**src/rtl/shadow_attr_pkg.sv**
```systemverilog
package shadow_attr_pkg;

    localparam int ADDR_W      = 20;
    localparam int CFG_W       = 8;
    localparam int NIB_W       = 4;
    localparam int NUM_REGS    = 7;
    localparam int NUM_SLOTS   = NUM_REGS * (CFG_W / NIB_W);
    localparam int BANK_W      = NUM_REGS * CFG_W;
    localparam int SLOT_W      = $clog2(NUM_SLOTS);

    localparam logic [CFG_W-1:0]  CFG_BASE    = 8'h59;
    localparam logic [ADDR_W-1:0] WIN_LO      = 20'hC0000;
    localparam logic [ADDR_W-1:0] TOP_LO      = 20'hF0000;
    localparam int                SLICE_SHIFT = 14;
    localparam int                TOP_SLOT    = 1;
    localparam int                FIRST_SLICE = 2;

    typedef struct packed {
        logic              hit;
        logic [SLOT_W-1:0] slot;
    } region_t;

    typedef struct packed {
        logic wr_en;
        logic rd_en;
    } attr_t;

    typedef enum logic [1:0] {
        ROUTE_NONE = 2'b00,
        ROUTE_DRAM = 2'b01,
        ROUTE_BUS  = 2'b10
    } route_e;

    function automatic region_t locate(input logic [ADDR_W-1:0] a);
        region_t           r;
        logic [ADDR_W-1:0] off;
        logic [SLOT_W-1:0] slice;
        off   = a - WIN_LO;
        slice = SLOT_W'(off >> SLICE_SHIFT);
        r.hit  = 1'b0;
        r.slot = '0;
        if (a >= TOP_LO) begin
            r.hit  = 1'b1;
            r.slot = SLOT_W'(TOP_SLOT);
        end else if (a >= WIN_LO) begin
            r.hit  = 1'b1;
            r.slot = SLOT_W'(FIRST_SLICE) + slice;
        end
        return r;
    endfunction

endpackage

```
**src/rtl/shadow_attr_regs.sv**
```systemverilog
module shadow_attr_regs
    import shadow_attr_pkg::*;
#(
    parameter int               N_REGS = NUM_REGS,
    parameter logic [CFG_W-1:0] BASE   = CFG_BASE
) (
    input  logic                    clk,
    input  logic                    rst,
    input  logic                    cfg_wr,
    input  logic [CFG_W-1:0]        cfg_addr,
    input  logic [CFG_W-1:0]        cfg_wdata,
    output logic [CFG_W-1:0]        cfg_rdata,
    output logic [N_REGS*CFG_W-1:0] bank
);

    genvar k;
    generate
        for (k = 0; k < N_REGS; k++) begin : g_reg
            localparam logic [CFG_W-1:0] OFS = CFG_W'(BASE + k);
            always_ff @(posedge clk) begin
                if (rst) begin
                    bank[k*CFG_W +: CFG_W] <= '0;
                end else if (cfg_wr && cfg_addr == OFS) begin
                    bank[k*CFG_W +: CFG_W] <= cfg_wdata;
                end
            end
        end
    endgenerate

    always_comb begin
        cfg_rdata = '0;
        for (int j = 0; j < N_REGS; j++) begin
            if (cfg_addr == CFG_W'(BASE + j)) begin
                cfg_rdata = bank[j*CFG_W +: CFG_W];
            end
        end
    end

endmodule

```
**src/rtl/shadow_region_lookup.sv**
```systemverilog
module shadow_region_lookup
    import shadow_attr_pkg::*;
(
    input  logic [ADDR_W-1:0] addr,
    output region_t           region
);

    always_comb begin
        region = locate(addr);
    end

endmodule

```
**src/rtl/shadow_route_sel.sv**
```systemverilog
module shadow_route_sel
    import shadow_attr_pkg::*;
(
    input  logic [BANK_W-1:0] bank,
    input  region_t           region,
    input  logic              valid,
    input  logic              write,
    output route_e            route
);

    attr_t                   attr;
    logic [$clog2(BANK_W)-1:0] pos;

    always_comb begin
        pos  = $clog2(BANK_W)'(region.slot) << 2;
        attr = bank[pos +: 2];
        if (!valid) begin
            route = ROUTE_NONE;
        end else if (!region.hit || region.slot == '0) begin
            route = ROUTE_DRAM;
        end else if (write) begin
            route = attr.wr_en ? ROUTE_DRAM : ROUTE_BUS;
        end else begin
            route = attr.rd_en ? ROUTE_DRAM : ROUTE_BUS;
        end
    end

endmodule

```
**src/rtl/shadow_attr_decoder.sv**
```systemverilog
module shadow_attr_decoder
    import shadow_attr_pkg::*;
(
    input  logic              clk,
    input  logic              rst,
    input  logic              cfg_wr,
    input  logic [CFG_W-1:0]  cfg_addr,
    input  logic [CFG_W-1:0]  cfg_wdata,
    output logic [CFG_W-1:0]  cfg_rdata,
    input  logic              mem_valid,
    input  logic              mem_write,
    input  logic [ADDR_W-1:0] mem_addr,
    output logic              to_dram,
    output logic              to_bus
);

    logic [BANK_W-1:0] bank;
    region_t           region;
    route_e            route;

    shadow_attr_regs #(
        .N_REGS (NUM_REGS),
        .BASE   (CFG_BASE)
    ) u_regs (
        .clk       (clk),
        .rst       (rst),
        .cfg_wr    (cfg_wr),
        .cfg_addr  (cfg_addr),
        .cfg_wdata (cfg_wdata),
        .cfg_rdata (cfg_rdata),
        .bank      (bank)
    );

    shadow_region_lookup u_lookup (
        .addr   (mem_addr),
        .region (region)
    );

    shadow_route_sel u_sel (
        .bank   (bank),
        .region (region),
        .valid  (mem_valid),
        .write  (mem_write),
        .route  (route)
    );

    assign to_dram = (route == ROUTE_DRAM);
    assign to_bus  = (route == ROUTE_BUS);

endmodule

```
**config.mk**
```make
export PLATFORM = sky130hd
export DESIGN_NAME = shadow_attr_decoder
export DESIGN_NICKNAME = d
export VERILOG_FILES = /design/src/rtl/shadow_attr_pkg.sv /design/src/rtl/shadow_attr_regs.sv /design/src/rtl/shadow_region_lookup.sv /design/src/rtl/shadow_route_sel.sv /design/src/rtl/shadow_attr_decoder.sv
export SDC_FILE = /design/constraint.sdc
export NUM_CORES = 1
export LEC_CHECK = 0
export BUFFER_PORTS_ARGS = -buffer_cell sky130_fd_sc_hd__buf_2
export CORE_UTILIZATION = 43
export CTS_BUF_LIST = sky130_fd_sc_hd__clkbuf_4 sky130_fd_sc_hd__clkbuf_8
export DETAILED_ROUTE_END_ITERATION = 6
export PLACE_DENSITY = 0.66
export SLEW_MARGIN = 20
export SYNTH_ARGS = -nofsm -noshare
export SYNTH_HDL_FRONTEND = slang
export SYNTH_SLANG_ARGS = --single-unit
```
**constraint.sdc**
```tcl
create_clock -name clk -period 1.54 [get_ports clk]
set_input_delay 0.077 -clock clk [delete_from_list [all_inputs] [get_ports clk]]
set_output_delay 0.077 -clock clk [all_outputs]
set_load 0.005 [all_outputs]
```
---- Word-level counts from Yosys, hierarchy flattened ----
Index checks and enable logic that the tools add are counted.
storage, ports and cells
  flip-flop bits (word level) ............. 56
  output and inout bits ................... 10
  input bits .............................. 41
  RAM bits ................................ 0
  word-level logic and storage cells ...... 45
  memories kept ........................... 0
  bits in read-only memories .............. 0
  latch bits .............................. 0
operators by class
  $mul .................................... 0
  order comparisons ....................... 2
  multiplexer cells ....................... 14
  equal/unequal tests ..................... 9
  shift-type cells ........................ 1
  reduce and logical (&&, ||, !) cells .... 10
  bitwise gates (word level) .............. 0
  divide/modulo/power cells ............... 0
  add/subtract/negate cells ............... 2
operator list
  operator                 number
  $eq A8 B7 Y1 const B     7
  $mux W8                  7
  $shiftx A56 B7 Y2        1
  $ge A20 B20 Y1 const B   2
  $sub A18 B1 Y18 const B  1
  $mux W2                  5
  $mux W5                  2
  $logic_and A1 B1 Y1      7
  $add A2 B4 Y4 const A    1
  $logic_not A4 Y1         1
  $eq A2 B1 Y1 const B     1
  $eq A2 B2 Y1 const B     1
  $logic_not A1 Y1         1
  $logic_or A1 B1 Y1       1

---- Depth between registers and ports, before layout ----
  depth in word-level cells ............... 10
  mapped depth ............................ 7
  depth with buffers taken out ............ 7

---- Hierarchy ----
A second synthesis with hierarchy kept.
unflattened totals
  cells, all modules ...................... 315
  area total of the unflattened synthesis .. 3104.2 um^2
by module, submodules not included
  module                instances  area each (um^2)  sequential area each (um^2)  cells an instance
  shadow_attr_regs      1          2701.3            1121.1                       264
  shadow_route_sel      1          317.8             0.0                          38
  shadow_region_lookup  1          70.1              0.0                          11
  shadow_attr_decoder   1          15.0              0.0                          2

---- Least setup slack after synthesis ----
OpenSTA, ideal clock, no wires.
  kind .................................... input to output
  start ................................... input mem_addr[15]
  end ..................................... output to_dram
  required time ........................... 1.463 ns
  data arrival time ....................... 1.551 ns
  stages on the path ...................... 6
  buffers on the path ..................... 0
  slack ................................... -0.088 ns
  path through ............................ ha_1 -> or4_4 -> a21oi_1 -> a211oi_2 -> o311ai_1 -> o21a_1
between the ends
  cells in the longest elaborated chain, start to end .. 10
  elaborated cells on any way between the ends .. 16
  classes of those cells .................. 2 x add/sub; 2 x order compare; 1 x eq/ne; 1 x shift; 7 x mux; 3 x reduce/logical
RTL lines
  element                            line                                            text
  start, declared                    shadow_attr_decoder.sv:12                       input logic [ADDR_W-1:0] mem_addr,
  $sub A18 B1 Y18                    shadow_attr_pkg.sv:38                           off = a - WIN_LO;
  $add A2 B4 Y4                      shadow_attr_pkg.sv:47                           r.slot = SLOT_W'(FIRST_SLICE) + slice;
  $mux W5                            shadow_attr_pkg.sv:45                           end else if (a >= WIN_LO) begin
  $mux W5 *                          shadow_attr_pkg.sv:42                           if (a >= TOP_LO) begin
  $shiftx A56 B7 Y2                  shadow_route_sel.sv:16                          attr = bank[pos +: 2];
  $mux W2, on equally long branches  shadow_route_sel.sv:24, shadow_route_sel.sv:22
  $mux W2                            shadow_route_sel.sv:21                          end else if (write) begin
  $mux W2 *                          shadow_route_sel.sv:19                          end else if (!region.hit || region.slot == '0) begin
  $mux W2 *                          shadow_route_sel.sv:17                          if (!valid) begin
  $eq A2 B1 Y1 *                     shadow_attr_decoder.sv:47                       assign to_dram = (route == ROUTE_DRAM);
  end, declared                      shadow_attr_decoder.sv:13                       output logic to_dram,
Mark *: on every way between the ends. The rest lies on a longest branch, timed or not.

---- Final worst setup path ----
  start ................................... register u_regs.bank[24]
  end ..................................... output to_dram
between the ends
  cells in the longest elaborated chain, start to end .. 6
RTL lines
  element                          line                       text
  start, declared                  shadow_attr_regs.sv:13     output logic [N_REGS*CFG_W-1:0] bank
  start signal, assigned by index  shadow_attr_regs.sv:24     bank[k*CFG_W +: CFG_W] <= cfg_wdata;
  $shiftx A56 B7 Y2                shadow_route_sel.sv:16
  $mux W2                          shadow_route_sel.sv:24     route = attr.rd_en ? ROUTE_DRAM : ROUTE_BUS;
  $mux W2                          shadow_route_sel.sv:21
  $mux W2                          shadow_route_sel.sv:19
  $mux W2                          shadow_route_sel.sv:17
  $eq A2 B1 Y1                     shadow_attr_decoder.sv:47
No other way between the ends.

==> flow_summary_export.csv <==
group,metric,value,unit
status,status,"complete, but fails checks",
status,violations,"DRC, setup timing",
global_route,grt_pass1_vias,2869,
global_route,grt_use_total,25.5,%
synthesis,synth.top_cell.area_share,38.1,%
synthesis,synth_edf_count,0,
synthesis,synth_warnings,0,
synthesis,yosysTopAreaCell,"dfxtp_1",
layout,reg.largest.list,"u_regs.bank x56",
timing,rsz0062_at_grt,"yes",
synthesis,synth.top_cells.by_count,"56 x dfxtp_1, 41 x nand2_1, 40 x nor2_1, 36 x nand3_1, 34 x mux2i_1",
timing,setup_viol,6,
power,power.clock.fraction,37.3,%
routing,detail-route-antenna-nets,0,
timing,fin_tns_setup,-1.15,ns
min_path,hold_path.class,"in2reg",
clock_network,cts_tree,"yes",
clock_network,clkSinkCount,56,
routing,first_pass_iters,7,
power,power_density,707,nW/µm²
global_route,grt_pass1_wl,14300,µm
placement,post_dp_cell_area,3620,µm²
power,p_comb_share,11.7,%
timing,period_share,123,%
power,p_leak,0.00170,µW
placement,place.detailed.hpwl,6450,µm
routing,vias,2973,
floorplanning,coreArea,6460,µm²
critical_path,critPathMaxStageDelay,0.55,ns
layout,n_antenna_cell,0,
placement,dp_slack,-0.317,ns
global_route,gr-total-overflow,0,
global_route,antenna_found_initial,0,
timing,whs,0.0684,ns
synthesis,yosysMostFrequentCell,"dfxtp_1",
critical_path,critPathBufInv,1,
critical_path,cp-start-kind,"register",
power,p_int,2160,µW
critical_path,cp_data_arrival_time,1.82,ns
timing,max_freq,528,MHz
global_route,grt_max_degree,28,
power,p_sw_share,23.8,%
critical_path,path_common_cell,"o311ai_4",
critical_path,path_delay_family,"simple AND/OR/NAND/NOR gates",
timing,hold_viol_final,0,
layout,nNetsFinal,483,
floorplanning,die-area,7170,µm²
flow_run,drv_cap,0,
floorplanning,die_y,84.7,µm
floorplanning,row_count,29,
critical_path,critical_path_class,"reg2out",
routing,drc,2,
critical_path,crit_fanout,2,
floorplanning,initial_core_util,45.5,%
layout,final-seq-area,1140,µm²
clock_network,h-tree-depth,2,
clock_network,cts_buffers,5,
synthesis,synth_area_leaders,"dfxtp_1 38%, mux2i_1 12%, nand3_1 6.1%",
clock_network,clkLatencyLatePin,0.31,ns
synthesis,async_flop_share,0,%
synthesis,netlist_area,2940,µm²
critical_path,path_cells,"mux2_4, o311ai_4, or4_4, o311ai_4, o21a_1, buf_2",
routing,routed_via_density,5.73,
critical_path,cp_slowest_cell,"or4_4",
placement,io_buffers,36,
layout,layout-drive-gt1-share,39.6,%
layout,syn_to_final_growth,36.7,%
clock_network,clock_path_buffers,2,
timing,maxSlewHeadroom,72.7,%
synthesis,yosys.cell_types.count,47,
layout,nFillCells,567,
synthesis,ys_seq_area_share,38.1,%
power,p_sw,678,µW
routing,drt_iter0_markers,163,
synthesis,ys.flop_type,"dfxtp_1",
synthesis,syn-num-nets,390,
floorplanning,ios,51,
power,vdd_drop_max,0.618,mV
layout,stdcell_area,4020,µm²
clock_network,path_clk_slew,0.10,ns
critical_path,end_kind,"output port",
timing,worst-slew-pin-transition,0.409,ns
floorplanning,die_w,84.7,µm
timing,drv_slew,0,
layout,top_register,"u_regs.bank",
critical_path,cp.required,1.46,ns
synthesis,synth_seq_cells,56,
routing,wl_per_cell,17.2,µm
synthesis,postSynthCellCount,348,
synthesis,synth.avg_cell_area,8.45,µm²
placement,gp_congestion,0.922,
timing,fin_ws,-0.354,ns
power,seq_power_share,51.0,%
layout,largest_register_ffs,56,
routing,routed_wl,8930,µm
clock_network,root_buffer,"clkbuf_8",
layout,multiInputGateArea,1910,µm²
timing,finalCriticalPeriod,1.89,ns
timing,fin_skew,0,ns
[worst min-delay path, stage by stage]
cell and delay, ns:
buf_2 0.15, nand3_1 0.07, a21oi_1 0.05
[stage by stage]
| step | utilization, % | power (µW) | cells |
|---|---|---|---|
| after floorplan | - | 1620 | 348 |
| after global placement | 56.0 | 1770 | 504 |
| after detailed placement | 56.0 | 1780 | 504 |
| after CTS | 59.8 | 2820 | 517 |
| after global routing | 62.2 | 2930 | 519 |
| final | 62.2 | 2840 | 519 |
[worst paths after layout]
kind	startpoint	to	slack, ns	cells past startpoint
setup / recovery	u_regs.bank[24]$_SDFFE_PP0P_	to_dram	-0.35	6
setup reg to reg	u_regs.bank[0]$_SDFFE_PP0P_	u_regs.bank[0]$_SDFFE_PP0P_	0.79	3
hold reg to reg	u_regs.bank[54]$_SDFFE_PP0P_	u_regs.bank[54]$_SDFFE_PP0P_	0.47	2
hold / removal	cfg_wdata[5]	u_regs.bank[45]$_SDFFE_PP0P_	0.07	3
[per-layer routing]
metal	wire length [µm]	GRT usage, %	vias up	part of all wire (%)
met5	0	0	-	0
met3	352	2.95	19	3.9
met2	4490	44.1	79	50
met4	208	8.94	0	2.3
met1	3880	33.0	1423	43
li1	-	-	1452	-
[power by group through the flow]
stage,sequential (µW),combinational (µW),clock (µW)
6_report,1450,331,1060
3_3_place_gp,1480,290,0
3_5_place_dp,1480,293,0
5_1_grt,1450,353,1130
4_1_cts,1450,305,1060
2_1_floorplan,1480,137,0
[kinds of logic (layout without fill, tap and decap cells)]
kind of cell / count (synthesis) / after routing / synth area share, %
flip-flops: 56 / 56 / 38.1
AO/OA/AOI/OAI: 78 / 78 / 17.7
multiplexers: 47 / 47 / 16.6
buffers and inverters: 22 / 116 / 3.49
adder cells (fa/ha/maj): 1 / 1 / 0.425
AND/OR/NAND/NOR: 144 / 144 / 23.7
[layout by cell type, fill, tap and decap left out, types with 4 or more instances in the layout]
cell type	count
nand3_1	35
nand2_1	41
mux2_2	11
buf_4	64
dfxtp_2	12
mux2i_1	34
buf_6	6
a211oi_1	4
buf_2	34
o211ai_1	4
o21a_1	5
nor2_1	35
dfxtp_1	44
a22oi_1	5
a21oi_1	29
a22oi_2	5
clkbuf_8	7
o21ai_0	5
[final cells by class]
class / count / area share [%]
repair buffers: 105 / 18.4
multi-input cells: 270 / 47.5
well taps: 77 / 2.40
inverters: 3 / 0.280
clock buffers: 7 / 2.40
flip-flops and latches: 56 / 28.3
clock inverters: 1 / 0.747
[timing repair]
item,in CTS,in global routing
pin swaps,18,15
buffers inserted,6,3
cloned,0,0
hold buffers,0,0
resized for setup,22,30
endpoints found under the setup margin,9,10
(Power assumes the default switching activity.)
